<file path="src/rtl/iqsb_pkg.sv">
package iqsb_pkg;
  localparam int CLS_W = 2;
  localparam int SRCS  = 2;

  typedef enum logic [CLS_W-1:0] {
    CLS_INT  = 2'd0,
    CLS_FP   = 2'd1,
    CLS_CTRL = 2'd2
  } op_class_e;
endpackage

</file>
<file path="src/rtl/iqsb_flags.sv">
module iqsb_flags #(
  parameter int NUM_PREGS = 16,
  localparam int SB_W = $clog2(NUM_PREGS)
) (
  input  logic                          clk,
  input  logic                          rst,
  input  logic                          set_v,
  input  logic [SB_W-1:0]               set_tag,
  input  logic                          clr_v,
  input  logic [SB_W-1:0]               clr_tag,
  input  logic [iqsb_pkg::SRCS-1:0]     rd_ok,
  input  logic [iqsb_pkg::SRCS-1:0][SB_W-1:0] rd_tag,
  output logic [iqsb_pkg::SRCS-1:0]     rd_rdy
);
  logic [NUM_PREGS-1:0] flag_q;

  always_ff @(posedge clk) begin
    if (rst) begin
      flag_q <= '0;
    end else begin
      if (set_v) flag_q[set_tag] <= 1'b1;
      if (clr_v) flag_q[clr_tag] <= 1'b0;
    end
  end

  for (genvar k = 0; k < iqsb_pkg::SRCS; k++) begin : g_rd
    assign rd_rdy[k] = rd_ok[k] &&
                       (flag_q[rd_tag[k]] || (set_v && set_tag == rd_tag[k]));
  end

  assert_claim_clears_R4: assert property (@(posedge clk) disable iff (rst)
    clr_v |=> !flag_q[$past(clr_tag)]);

  assert_done_sets_R5: assert property (@(posedge clk) disable iff (rst)
    (set_v && !(clr_v && clr_tag == set_tag)) |=> flag_q[$past(set_tag)]);
endmodule

</file>
<file path="src/rtl/iqsb_entry.sv">
module iqsb_entry #(
  parameter int TAG_W = 5
) (
  input  logic                                     clk,
  input  logic                                     rst,
  input  logic                                     wr_en,
  input  logic [iqsb_pkg::SRCS-1:0][TAG_W-1:0]     wr_tag,
  input  logic [iqsb_pkg::SRCS-1:0]                wr_rdy,
  input  logic [iqsb_pkg::CLS_W-1:0]               wr_cls,
  input  logic                                     kill,
  input  logic                                     wk_valid,
  input  logic [TAG_W-1:0]                         wk_tag,
  output logic                                     valid_o,
  output logic                                     ready_o,
  output logic [iqsb_pkg::CLS_W-1:0]               cls_o,
  output logic [iqsb_pkg::SRCS-1:0]                pend_o,
  output logic [iqsb_pkg::SRCS-1:0][TAG_W-1:0]     tag_o
);
  logic                                 valid_q;
  logic [iqsb_pkg::SRCS-1:0]            rdy_q;
  logic [iqsb_pkg::SRCS-1:0][TAG_W-1:0] tag_q;
  logic [iqsb_pkg::CLS_W-1:0]           cls_q;

  always_ff @(posedge clk) begin
    if (rst) begin
      valid_q <= 1'b0;
      rdy_q   <= '0;
      tag_q   <= '0;
      cls_q   <= '0;
    end else if (wr_en) begin
      valid_q <= 1'b1;
      rdy_q   <= wr_rdy;
      tag_q   <= wr_tag;
      cls_q   <= wr_cls;
    end else begin
      if (kill) valid_q <= 1'b0;
      for (int k = 0; k < iqsb_pkg::SRCS; k++) begin
        if (valid_q && wk_valid && tag_q[k] == wk_tag) rdy_q[k] <= 1'b1;
      end
    end
  end

  assign valid_o = valid_q;
  assign ready_o = valid_q && (&rdy_q);
  assign cls_o   = cls_q;
  assign pend_o  = {iqsb_pkg::SRCS{valid_q}} & ~rdy_q;
  assign tag_o   = tag_q;

  assert_wake_src0_R5: assert property (@(posedge clk) disable iff (rst)
    (valid_q && !wr_en && wk_valid && tag_q[0] == wk_tag) |=> rdy_q[0]);

  assert_wake_src1_R5: assert property (@(posedge clk) disable iff (rst)
    (valid_q && !wr_en && wk_valid && tag_q[1] == wk_tag) |=> rdy_q[1]);

  assert_ready_cause_R7: assert property (@(posedge clk) disable iff (rst)
    $rose(ready_o) |-> ($past(wr_en) || $past(wk_valid)));

  assert_issue_frees_R11: assert property (@(posedge clk) disable iff (rst)
    (kill && !wr_en) |=> !valid_o);
endmodule

</file>
<file path="src/rtl/iqsb_credit.sv">
module iqsb_credit #(
  parameter int NUM_ENTRIES = 4,
  localparam int CNT_W = $clog2(NUM_ENTRIES + 1)
) (
  input  logic             clk,
  input  logic             rst,
  input  logic             take,
  input  logic             give,
  output logic [CNT_W-1:0] count_o,
  output logic             empty_o
);
  logic [CNT_W-1:0] cnt_q;

  always_ff @(posedge clk) begin
    if (rst) begin
      cnt_q <= CNT_W'(NUM_ENTRIES);
    end else if (give && !take) begin
      cnt_q <= cnt_q + 1'b1;
    end else if (take && !give) begin
      cnt_q <= cnt_q - 1'b1;
    end
  end

  assign count_o = cnt_q;
  assign empty_o = (cnt_q == '0);

  assert_count_bound_R8: assert property (@(posedge clk) disable iff (rst)
    cnt_q <= CNT_W'(NUM_ENTRIES));

  assert_take_step_R8: assert property (@(posedge clk) disable iff (rst)
    (take && !give) |=> cnt_q == $past(cnt_q) - 1'b1);
endmodule

</file>
<file path="src/rtl/iq_wakeup_sb.sv">
module iq_wakeup_sb #(
  parameter int NUM_ENTRIES = 4,
  parameter int INT_PREGS   = 8,
  parameter int FP_PREGS    = 8,
  parameter int TAG_W       = 5,
  localparam int NUM_PREGS  = INT_PREGS + FP_PREGS,
  localparam int SB_W       = $clog2(NUM_PREGS),
  localparam int SLOT_W     = $clog2(NUM_ENTRIES),
  localparam int CNT_W      = $clog2(NUM_ENTRIES + 1),
  localparam int CLS_W      = iqsb_pkg::CLS_W
) (
  input  logic                         clk,
  input  logic                         rst,
  input  logic                         ins_valid,
  input  logic [SLOT_W-1:0]            ins_slot,
  input  logic [TAG_W-1:0]             ins_src0_tag,
  input  logic                         ins_src0_rdy,
  input  logic [TAG_W-1:0]             ins_src1_tag,
  input  logic                         ins_src1_rdy,
  input  logic                         ins_dst_valid,
  input  logic [TAG_W-1:0]             ins_dst_tag,
  input  logic [CLS_W-1:0]             ins_class,
  input  logic                         cmp_valid,
  input  logic [TAG_W-1:0]             cmp_tag,
  input  logic                         iss_valid,
  input  logic [SLOT_W-1:0]            iss_slot,
  output logic [NUM_ENTRIES-1:0]       entry_valid,
  output logic [NUM_ENTRIES-1:0]       entry_ready,
  output logic [NUM_ENTRIES*CLS_W-1:0] entry_class,
  output logic [CNT_W-1:0]             free_count,
  output logic                         full,
  output logic                         err_overflow,
  output logic                         err_chain
);
  localparam int SRCS = iqsb_pkg::SRCS;

  logic cmp_ok, dst_ok, accept, claim, give;
  logic [SRCS-1:0]            src_ok, flag_rdy, src_rdy;
  logic [SRCS-1:0][TAG_W-1:0] src_tag;
  logic [SRCS-1:0][SB_W-1:0]  src_idx;
  logic [SRCS-1:0]            ren_rdy;

  logic [NUM_ENTRIES-1:0]                  chain_hit;
  logic [NUM_ENTRIES-1:0][SRCS-1:0]        pend;
  logic [NUM_ENTRIES-1:0][SRCS-1:0][TAG_W-1:0] etag;

  assign cmp_ok  = cmp_valid && (int'(cmp_tag) < NUM_PREGS);
  assign dst_ok  = ins_dst_valid && (int'(ins_dst_tag) < NUM_PREGS);
  assign accept  = ins_valid && !full;
  assign claim   = accept && dst_ok;
  assign give    = iss_valid && entry_valid[iss_slot];

  assign src_tag = {ins_src1_tag, ins_src0_tag};
  assign ren_rdy = {ins_src1_rdy, ins_src0_rdy};

  for (genvar k = 0; k < SRCS; k++) begin : g_src
    assign src_ok[k]  = int'(src_tag[k]) < NUM_PREGS;
    assign src_idx[k] = src_tag[k][SB_W-1:0];
    assign src_rdy[k] = ren_rdy[k] || flag_rdy[k];
  end

  iqsb_flags #(.NUM_PREGS(NUM_PREGS)) u_flags (
    .clk     (clk),
    .rst     (rst),
    .set_v   (cmp_ok),
    .set_tag (cmp_tag[SB_W-1:0]),
    .clr_v   (claim),
    .clr_tag (ins_dst_tag[SB_W-1:0]),
    .rd_ok   (src_ok),
    .rd_tag  (src_idx),
    .rd_rdy  (flag_rdy)
  );

  for (genvar i = 0; i < NUM_ENTRIES; i++) begin : g_ent
    iqsb_entry #(.TAG_W(TAG_W)) u_ent (
      .clk      (clk),
      .rst      (rst),
      .wr_en    (accept && ins_slot == SLOT_W'(i)),
      .wr_tag   (src_tag),
      .wr_rdy   (src_rdy),
      .wr_cls   (ins_class),
      .kill     (iss_valid && iss_slot == SLOT_W'(i)),
      .wk_valid (cmp_ok),
      .wk_tag   (cmp_tag),
      .valid_o  (entry_valid[i]),
      .ready_o  (entry_ready[i]),
      .cls_o    (entry_class[i*CLS_W +: CLS_W]),
      .pend_o   (pend[i]),
      .tag_o    (etag[i])
    );

    always_comb begin
      chain_hit[i] = 1'b0;
      for (int k = 0; k < SRCS; k++) begin
        if (pend[i][k] && etag[i][k] == ins_dst_tag &&
            !(cmp_ok && cmp_tag == etag[i][k]))
          chain_hit[i] = 1'b1;
      end
    end
  end

  iqsb_credit #(.NUM_ENTRIES(NUM_ENTRIES)) u_credit (
    .clk     (clk),
    .rst     (rst),
    .take    (accept),
    .give    (give),
    .count_o (free_count),
    .empty_o (full)
  );

  always_ff @(posedge clk) begin
    if (rst) begin
      err_overflow <= 1'b0;
      err_chain    <= 1'b0;
    end else begin
      err_overflow <= ins_valid && full;
      err_chain    <= claim && (|chain_hit);
    end
  end

  assert_overflow_flag_R9: assert property (@(posedge clk) disable iff (rst)
    (ins_valid && full) |=> err_overflow);

  assert_overflow_hold_R9: assert property (@(posedge clk) disable iff (rst)
    (ins_valid && full && !give) |=> (free_count == '0));

  assert_chain_cause_R10: assert property (@(posedge clk) disable iff (rst)
    err_chain |-> $past(ins_valid && ins_dst_valid));
endmodule

</file>
<file path="config.mk">
export PLATFORM = sky130hd
export DESIGN_NAME = iq_wakeup_sb
export DESIGN_NICKNAME = d
export VERILOG_FILES = /design/src/rtl/iqsb_pkg.sv /design/src/rtl/iqsb_flags.sv /design/src/rtl/iqsb_entry.sv /design/src/rtl/iqsb_credit.sv /design/src/rtl/iq_wakeup_sb.sv
export SDC_FILE = /design/constraint.sdc
export NUM_CORES = 1
export LEC_CHECK = 0
export BUFFER_PORTS_ARGS = -buffer_cell sky130_fd_sc_hd__clkbuf_2
export CAP_MARGIN = 20
export CORE_MARGIN = 8
export CORE_UTILIZATION = 40
export CTS_CLUSTER_SIZE = 8
export DETAILED_ROUTE_END_ITERATION = 10
export PLACE_DENSITY = 0.71
export SYNTH_ARGS = -nofsm -noshare
export SYNTH_HDL_FRONTEND = slang
export SYNTH_SLANG_ARGS = --single-unit
</file>
<file path="constraint.sdc">
create_clock -name clk -period 2.3 [get_ports clk]
set_input_delay 0.345 -clock clk [delete_from_list [all_inputs] [get_ports clk]]
set_output_delay 0.345 -clock clk [all_outputs]
set_load 0.01 [all_outputs]
</file>
# Yosys cells after proc, flatten, opt, wreduce, memory -nomap -nowiden
# Index checks and enable logic that the tools add are counted.
# word_totals
latch_bits,0
romBits,0
inputBits,34
word_cells,226
reg_bits,81
output_inout_bits,22
ramBits,0
memories,0
# op_classes
mux,43
n_reduce_logical,99
multipliers,0
n_lt_le_gt_ge,11
add_sub_neg,2
n_eq_ne,32
shift,0
n_bitwise,11
div,0
# ops
operator,n
equality test 5 bit,24
logical AND 1 bit,63
2-to-1 mux 16 bit,3
2-to-1 mux 1 bit,29
nonzero test 2 bit,13
< comparator 4 x 5 -> 1 bit (second input constant),4
< comparator 5 bit (second input constant),4
AND 16 bit,1
inverter 16 bit,1
OR 16 bit,1
logical NOT 1 bit,11
AND 2 bit,4
binary-select mux 1 bit (select 4 bit),2
demux 1 bit (select 4 bit),2
equality test 2 bit (second input constant),4
equality test 4 bit,2
greater-or-equal comparator 4 x 1 -> 1 bit (second input constant),2
2-to-1 mux 2 bit,4
inverter 2 bit,4
AND reduction 2 bit,4
2-to-1 mux 3 bit,2
equality test 2 x 1 -> 1 bit (second input constant),2
logical NOT 2 bit,2
logical OR 1 bit,4
6 further kinds,6

# Logic depth before layout (Yosys ltp)
# Gate-level depths: netlist of the first run.
# depth
depth_word,9
depth_mapped,9
depth_no_buf,9

# By module
# Synthesis of the first run repeated with hierarchy kept, for this count alone.
# unflattened
hier_cells,560
hier_area_um2,5166.2
# modules_own_cells
module,cells_per_inst,seq_area_each_um2,n_inst,area_each_um2
iqsb_entry,73,300.3,4,710.7
iq_wakeup_sb,146,40.0,1,1128.6
iqsb_flags,106,320.3,1,1036.0
iqsb_credit,16,60.1,1,158.9

# Worst setup path after synthesis of the first run
# OpenSTA, ideal clock, no wires.
# synth_timing
kind,reg-to-reg
start,"register u_credit.cnt_q[1], in the netlist u_credit.count_o[1]"
end,"register u_credit.cnt_q[2], in the netlist u_credit.count_o[2]"
stages_incl_launch_ff,10
setup_ns,0.132
path_slack_ns,-0.125
path_buffers,0
period_less_slack_ns,2.425
arrival_time_ns,2.293
t_required_ns,2.168
cell_sequence,dfxtp_1 -> or3_1 -> and2_4 -> inv_2 -> ha_1 -> inv_1 -> fa_1 -> xor2_1 -> o21ai_0 -> or3b_2
# synth_between
elab_chain_cells,6
word_cells_on_any_way,11
classes_between,add/sub: 2; mux: 2; reduce/logical: 7
# synth_lines
item,line,text
"start, declared",iqsb_credit.sv:12,logic [CNT_W-1:0] cnt_q;
"start signal, assigned",iqsb_credit.sv:16,cnt_q <= CNT_W'(NUM_ENTRIES);
"start signal, assigned",iqsb_credit.sv:18,cnt_q <= cnt_q + 1'b1;
"start signal, assigned",iqsb_credit.sv:20,cnt_q <= cnt_q - 1'b1;
"parallel branches: the longest is 6 deep, another holds subtractor 3 x 1 -> 3 bit",-,
# Several ways; the timed one is not identified. The select of a mux whose other input is x is not followed.
# A chain may end at the register's enable or synchronous reset.

# Final worst setup path of the first run
# layout_timing
start,"register u_credit.cnt_q[0], in the netlist u_credit.count_o[0]"
end,"register u_credit.cnt_q[2], in the netlist u_credit.count_o[2]"
# Same word-level chain as after synthesis.

==> results of run 1 <==
==> area by class of cell <==
type / count / area (µm²) / share of cell area
multi-input cells: 387 / 2715 / 0.5124
clock buffers: 12 / 256.5 / 0.04841
clock inverters: 3 / 40.04 / 0.007556
well taps: 143 / 178.9 / 0.03377
inverters: 5 / 21.27 / 0.004014
flip-flops and latches: 81 / 1624 / 0.3065
repair buffers: 80 / 462.9 / 0.08737
==> where the power goes <==
group          total [W]  switching, W  internal (W)
logic           0.000706      0.000405      0.000301
registers        0.00154     0.0000592       0.00148
clock network    0.00146      0.000570      0.000891
total            0.00370       0.00103       0.00267
==> worst max-delay path, delay by kind of cell, from the launching register on <==
kind | cells | cell delay, ns
simple gates | 3 | 0.95
flops | 1 | 0.31
fa+ha+maj | 2 | 0.48
compound gates | 1 | 0.12
buf+inv | 2 | 0.11
xor+xnor | 1 | 0.16
==> routing by layer <==
metal  part of all wire  track usage
met1               0.42       0.2256
met2               0.47       0.3086
met3              0.086      0.05258
met4              0.018      0.06546
met5                  0            0
==> state kept, by name, indices dropped and copies added, names as in the netlist <==
| register | flops |
|---|---|
| u_flags.flag_q | 16 |
| g_ent.u_ent.tag_o | 40 |
| g_ent.u_ent.rdy_q | 8 |
| g_ent.u_ent.valid_o | 4 |
| err_chain | 1 |
| u_credit.count_o | 3 |
| g_ent.u_ent.cls_o | 8 |
| err_overflow | 1 |
==> worst max path at each step <==
stage	from	end	slack, ns	cells after the start
after floorplan	u_credit.count_o[1]$_SDFFE_PP0P_	u_credit.count_o[2]$_SDFFE_PP1P_	0.02	9
after detailed placement	iss_slot[0]	u_credit.count_o[2]$_SDFFE_PP1P_	-0.09	9
final	u_credit.count_o[0]$_SDFFE_PP0P_	u_credit.count_o[2]$_SDFFE_PP1P_	0.05	9
after CTS	u_credit.count_o[1]$_SDFFE_PP0P_	u_credit.count_o[2]$_SDFFE_PP1P_	0.02	9
after global routing	u_credit.count_o[2]$_SDFFE_PP1P_	u_credit.count_o[2]$_SDFFE_PP1P_	-0.02	9
after global placement	iss_slot[0]	u_credit.count_o[2]$_SDFFE_PP1P_	-0.02	9
==> cell families (layout without fill, tap and decap cells) <==
kind of cell,after synthesis,in the layout,synth area share
buffers and inverters,54,100,0.06937
and+or+nand+nor,167,167,0.1779
muxes,38,38,0.1039
xor gates and xnor gates,90,90,0.1700
DFF,81,81,0.3498
AOI/OAI and AO/OA,90,90,0.1220
adders and majority gates,2,2,0.007017
==> cells in the final DEF, fill, tap and decap left out, types with 12 or more instances in the layout <==
master    synthesis  layout
nand2_1          56      56
xnor2_1          34      34
dfxtp_1          81      79
clkbuf_2          2      55
nand3_1          13      13
a211oi_1         21      21
mux2i_1          29      29
nor3_1           15      15
buf_4            12      25
nor2_1           32      32
a21oi_1          42      42
xor2_1           56      56
a311oi_1         12      12
==> per-stage QoR <==
stage	cells	utilization	power (W)	setup TNS, ns	instance area (µm²)
global placement	696	0.4396	0.002236	-0.02269	4999
finish	711	0.4661	0.003703	0	5299
floorplan	522	-	0.002027	0	4659
CTS	711	0.4657	0.003711	0	5295
detailed placement	696	0.4396	0.002258	-0.08711	4999
global route	711	0.4661	0.003843	-0.01988	5299
==> timing repair <==
item,CTS,global route
pin swaps,0,3
cloned,0,0
endpoints found under the setup margin,1,1
resized for setup,1,2
endpoints found under the hold margin,0,0
==> impl_metrics.toml, run 1 <==
[status]
status = "complete, no violations"

[global_route]
antenna_found_initial = 0
grt_first_pass_wirelength_um = 21740
grt_start_max_net_pins = 52
grt_pass1_vias = 4128
grt.total_usage = 0.1858
grt_overflow = 0

[place]
place_congestion = 0.8835
pre_cts_ws_ns = -0.08711
hpwl_um = 10080
port_buffers = 55

[floorplanning]
rows = 39
die_y_um = 123.7
io_pins = 56
initial_core_util = 0.4077
die_x_um = 123.7
core_mm2 = 0.01137
die-area_mm2 = 0.01529

[worst_setup_path]
slowest_delay_ns = 0.39
cp_data_required_time_ns = 2.53
crit_type = "reg -> reg"
rr_endpoint = "u_credit.count_o[2]$_SDFFE_PP1P_"
crit_chain = "or3_4 > and2_4 > inv_4 > ha_4 > inv_1 > fa_2 > xor2_1 > o21ai_1 > or3b_4"
cp_max_fo = 3
endpoint_kind = "flip-flop"
rr_startpoint = "u_credit.count_o[0]$_SDFFE_PP0P_"
reg2regPathDepth = 9
cp_slowest_cell = "or3_4"
worstSetupStartpointType = "flip-flop"
worstPathArrival_ns = 2.48
rrSetupSlack_ns = 0.05

[logic_synthesis]
synth_most_common_cell = "dfxtp_1"
ys_types = 44
yosysWarnings = 0
yosys-top-cells-count = "dfxtp_1 (81), nand2_1 (56), xor2_1 (56)"
ys_async_sr_fraction = 0
yosys.area.top_type = "dfxtp_1"
syn_inst = 522
syn_avg_cell_area_um2 = 8.881
synth.top_cell.area_share = 0.3498
seq_area_frac_synth = 0.3498
synth_nets = 558
netlist_area_mm2 = 0.004636
yosys-top-cells-area = "dfxtp_1 (35%), xor2_1 (11%), xnor2_1 (6.4%)"
synth_seq_cells = 81
synth_edf_count = 0
synth_flop_cell = "dfxtp_1"

[sta]
slew_viol_final = 0
clock_skew_ns = 0.008067
finalCriticalPeriod_ns = 2.251
setup_viol = 0
fmax_mhz = 444.3
timing.final.crit_share = 0.9785
hold_viol_final = 0
tightest_slew_ns = 1.044
fin_hold_ws_ns = 0.2815
maxSlewHeadroom = 0.2999
worst_slack_ns = 0.04943
rsz0062_at_grt = "yes"

[final_layout]
antenna_cells_inserted = 0
drive_gt1_frac = 0.1989
finalNetCount = 600
area_delta_synth_final_pct = 14.30
n_fill_cell = 1092

[clock_tree]
cts_buffers = 9
clock_sinks = 81
cts_buffer_depth = 2
htreeDepth = 3
clk_pin_slew_ns = 0.06
cts_tree = "built"
clkLatencyLatePin_ns = 0.35
postCtsHoldBufs = 0
cts_setup_buffers = 0
cts_root_buffer = "clkbuf_16"

[detailed_routing]
wirelength_um = 13930
postRouteAntennaNets = 0
vias = 4054
drt_iter0_markers = 298
via_per_inst = 5.702
drc_errors = 0
first_pass_iters = 4
wl_per_cell_um = 19.59

[flow_run]
drv_cap = 0

[pwr]
power.density_mw_per_mm2 = 698.8
leakage_nw = 2.085
irDropWorstVdd_mv = 0.4840

[hold_path]
min_path_cells = 2
min_to = "err_overflow$_SDFF_PP0_"
min_from = "ins_valid"
hp-class = "in -> reg"
No activity file was read; power rests on OpenSTA's default activity.
==> inputs of run 2 (changes only) <==
Settings changed: CTS_BUF_LIST set to sky130_fd_sc_hd__clkbuf_4, SKIP_CTS_REPAIR_TIMING set to 1.
==> run 2 against run 1 <==
Compared with the run above:
- global-route usage up 0.057 points
- utilization is 1.5 points lower
- critical path type unchanged
- critical endpoint unchanged
- sequential cell count stayed put
- cell area shrank 3.1%
- first-iteration DRC count down 8.7%
- largest cell class unchanged
- largest power group unchanged
==> impl_metrics.toml, run 2 (synthesis results as in run 1) <==
[floorplanning]
die_x_um = 123.7
rows = 39
core_mm2 = 0.01137
die-area_mm2 = 0.01529
io_pins = 56
initial_core_util = 0.4077
die_y_um = 123.7

[place]
placed_area_mm2 = 0.004999
place_congestion = 0.8835
port_buffers = 55
hpwl_um = 10080

[clock_tree]
htreeDepth = 3
cts_root_buffer = "clkbuf_4"
cts_tree = "built"
clk_pin_slew_ns = 0.13
clkLatencyLatePin_ns = 0.46
clock_sinks = 81
cts_buffers = 9
cts_buffer_depth = 2

[global_route]
grt_first_pass_wirelength_um = 21810
grt_pass1_vias = 4091
grt_start_max_net_pins = 52
grt_overflow = 0
antenna_found_initial = 0
grt.total_usage = 0.1864

[final_layout]
fin_area_mm2 = 0.005132
drive_gt1_frac = 0.1986
final_common_cell = "dfxtp_1"
mostFrequentLayoutCells = "dfxtp_1 (79), xor2_1 (56), nand2_1 (56)"
area_delta_synth_final_pct = 10.72
finalNetCount = 601
largest_reg_flops = 40
fin_util = 0.4514
antenna_cells_inserted = 0

[worst_setup_path]
endpoint_kind = "flip-flop"
crit_type = "reg -> reg"
worstPathArrival_ns = 2.61
crit_chain = "or3_4 > and2_4 > inv_4 > ha_4 > inv_1 > fa_2 > xor2_1 > o21ai_1 > or3b_4"
worst-path-buf-inv = 2
critPathLaunch = "u_credit.count_o[0]$_SDFFE_PP0P_"
worstSetupStartpointType = "flip-flop"
cp_max_fo = 3
cp_slowest_cell = "or3_4"
crit_family = "simple AND/OR/NAND/NOR gates"
cp_data_required_time_ns = 2.65
slowest_delay_ns = 0.39
rr_startpoint = "u_credit.count_o[0]$_SDFFE_PP0P_"

[detailed_routing]
vias = 4045
wirelength_um = 13920
wl_per_cell_um = 19.55
drc_errors = 0
via_per_inst = 5.681
first_pass_iters = 5
drt_iter0_markers = 272
postRouteAntennaNets = 0

[hold_path]
hp-class = "in -> reg"
min_from = "ins_valid"

[sta]
tns_ns = 0
timing.final.crit_share = 0.9823
finalCriticalPeriod_ns = 2.259
fmax_mhz = 442.6
slew_viol_final = 0
tightest_slew_ns = 1.056
hold_viol_final = 0
rsz0062_at_grt = "yes"
setup_viol = 0
maxSlewHeadroom = 0.2952
clock_skew_ns = 0.02884

[pwr]
irDropWorstVdd_mv = 0.3890
leakage_nw = 2.012
power.density_mw_per_mm2 = 598.6

[flow_run]
drv_cap = 0

[status]
status = "complete, no violations"
-- run 2: area by class of cell --
type                            count  area, µm²
Clock buffer                       10      75.07
Fill cell                        1111       6237
Clock inverter                      5      47.55
Multi-Input combinational cell    387       2715
Tap cell                          143      178.9
Sequential cell                    81       1624
Inverter                            5      21.27
Timing Repair Buffer               81      470.5
-- run 2: per-layer routing --
metal / track usage / routed length [µm]
met2: 0.3042 / 6430
met3: 0.04624 / 1241
met4: 0.07374 / 395
met1: 0.2317 / 5854
met5: 0 / 0
-- run 2: through the flow --
stage | hold WS (ns) | power [W] | std cells | setup WS, ns
CTS | 0.1369 | 0.003077 | 711 | -0.01852
finish | 0.1734 | 0.003072 | 712 | 0.04074
global placement | 0.4445 | 0.002236 | 696 | -0.02269
global route | 0.1401 | 0.003218 | 712 | -0.02610
detailed placement | 0.4511 | 0.002258 | 696 | -0.08711
floorplan | 0.4720 | 0.002027 | 522 | 0.02424
-- run 2: final timing paths --
path              depth (start not counted)  slack [ns]                                    to
setup / recovery                          9        0.04      u_credit.count_o[2]$_SDFFE_PP1P_
hold reg to reg                           2        0.46  g_ent[0].u_ent.cls_o[1]$_SDFFE_PP0P_
setup reg to reg                          9        0.04      u_credit.count_o[2]$_SDFFE_PP1P_
hold / removal                            2        0.17               err_overflow$_SDFF_PP0_
-- run 2: where the power goes --
part	switching, W	leakage [nW]	total, W	internal [W]
Clock	0.000497	0.0711	0.000825	0.000328
Combinational	0.000406	1.28	0.000712	0.000306
Sequential	0.0000588	0.658	0.00154	0.00148
Total	0.000962	2.01	0.00307	0.00211
==> inputs of run 3 (changes only) <==
Clock period 2.3 ns to 1.9 ns, I/O delays scaled along.
==> run 3 against run 2 <==
Compared with the run above:
- the flow now finishes with violations (negative setup slack)
- hold slack worse by 0.077 ns
- via count up 3.1%
- cell area up 7.2%
- clock skew fell by 0.0046 ns
- count of clock-buffer cells in the layout up 3
- cell count increased by 4.6%
- power rose by 29%
- routed wire length shrank 0.61%
- die area is the same
- sequential share of layout area is 2.0 points lower
- sequential power increased by 21%
- largest cell class unchanged
- highest routed layer unchanged
==> impl_metrics.toml, run 3 (synthesis results as in run 1) <==
[status]
status = "finished, violations left"
violations = "negative setup slack"

[clock_tree]
cts_tree = "built"
clock_sinks = 81
clkLatencyLatePin_ns = 0.45
cts_buffer_depth = 2
htreeDepth = 3
cts_buffers = 9
clk_pin_slew_ns = 0.12
cts_root_buffer = "clkbuf_4"

[floorplanning]
die-area_mm2 = 0.01529
initial_core_util = 0.4077
core_mm2 = 0.01137
die_x_um = 123.7
rows = 39
die_y_um = 123.7
io_pins = 56

[place]
port_buffers = 55
pre_cts_ws_ns = -0.3402
hpwl_um = 10490
place_congestion = 0.8584

[final_layout]
antenna_cells_inserted = 0
fin_util = 0.4841
drive_gt1_frac = 0.2575
area_delta_synth_final_pct = 18.73
final_common_cell = "dfxtp_1"
largest_reg_flops = 40
mostFrequentLayoutCells = "dfxtp_1 (77), nand2_1 (56), xor2_1 (55), clkbuf_2 (55), buf_4 (54)"
finalNetCount = 633

[detailed_routing]
drc_errors = 0
postRouteAntennaNets = 0
first_pass_iters = 7
wirelength_um = 13840
via_per_inst = 5.600
vias = 4172
drt_iter0_markers = 304
wl_per_cell_um = 18.57

[pwr]
switching_share = 0.2905
seqPwrFrac = 0.470
combinationalPowerShare = 0.235
power.density_mw_per_mm2 = 720.7
p_int_w = 0.002814
switchingPower_w = 0.001152
p_clk_frac = 0.295
leakage_nw = 2.214
irDropWorstVdd_mv = 0.4256

[sta]
slew_viol_final = 0
maxSlewHeadroom = 0.5435
setup_viol = 2
finalCriticalPeriod_ns = 2.186
tightest_slew_ns = 0.6825
clock_skew_ns = 0.02426
hold_viol_final = 0
worst_slack_ns = -0.2863
tns_ns = -0.3003
timing.final.crit_share = 1.151
rsz0062_at_grt = "yes"
fmax_mhz = 457.4

[global_route]
grt.total_usage = 0.1846
grt_pass1_vias = 4245
antenna_found_initial = 0
grt_overflow = 0
grt_start_max_net_pins = 32
grt_first_pass_wirelength_um = 22030

[worst_setup_path]
cp_data_required_time_ns = 2.23
worstPathArrival_ns = 2.52
worstSetupStartpointType = "flip-flop"
critPathLaunch = "u_credit.count_o[1]$_SDFFE_PP0P_"
cp_max_fo = 2
endpoint_kind = "flip-flop"
crit_type = "reg -> reg"
rr_startpoint = "u_credit.count_o[1]$_SDFFE_PP0P_"

[hold_path]
min_from = "ins_valid"
hp-class = "in -> reg"

[flow_run]
drv_cap = 0
## run 3: critical path: stages (launching register included)
cell	delay, ns
dfxtp_4	0.36
or3_4	0.36
and2_4	0.16
inv_4	0.05
ha_4	0.12
inv_2	0.03
fa_2	0.34
xor2_2	0.16
o21ai_1	0.13
or3b_4	0.37
## run 3: power groups by stage
stage | Combinational (W) | Clock (W) | Sequential [W]
CTS | 0.000916 | 0.00119 | 0.00186
global route | 0.00101 | 0.00128 | 0.00187
detailed placement | 0.000910 | 0 | 0.00190
finish | 0.000933 | 0.00117 | 0.00186
floorplan | 0.000552 | 0 | 0.00191
global placement | 0.000883 | 0 | 0.00189
## run 3: final timing paths
check                                                       endpoint  slack [ns]  depth (start not counted)
worst max register to register      u_credit.count_o[2]$_SDFFE_PP1P_       -0.29                          9
worst min-delay path                         err_overflow$_SDFF_PP0_         0.1                          2
worst max-delay path                u_credit.count_o[2]$_SDFFE_PP1P_       -0.29                          9
worst min register to register  g_ent[0].u_ent.cls_o[0]$_SDFFE_PP0P_        0.46                          2
## run 3: area by class of cell
cell class / count / area [µm²]
clock buffer: 13 / 97.59
clock inverter: 3 / 65.06
fill: 1082 / 5866
inverter: 5 / 21.27
multi-input combinational: 387 / 2751
sequential: 81 / 1629
tap: 143 / 178.9
timing repair buffer: 113 / 760.7
## run 3: per-stage QoR
step	cells	hold slack [ns]	area (µm²)	total power, W
after detailed placement	729	0.4498	5305	0.002809
after global routing	745	0.07307	5504	0.004166
after floorplan	522	0.4210	4668	0.002464
final	745	0.09663	5504	0.003967
after global placement	729	0.4448	5305	0.002775
after CTS	745	0.08489	5468	0.003967
## run 3: per-layer routing
layer	global-route usage	up-vias	routed length (µm)	part of all wire
met5	0	-	0	0
met4	0.07524	0	246	0.018
met3	0.04352	19	1201	0.087
met2	0.3008	196	6618	0.48
met1	0.2304	1990	5771	0.42
li1	-	1967	-	-
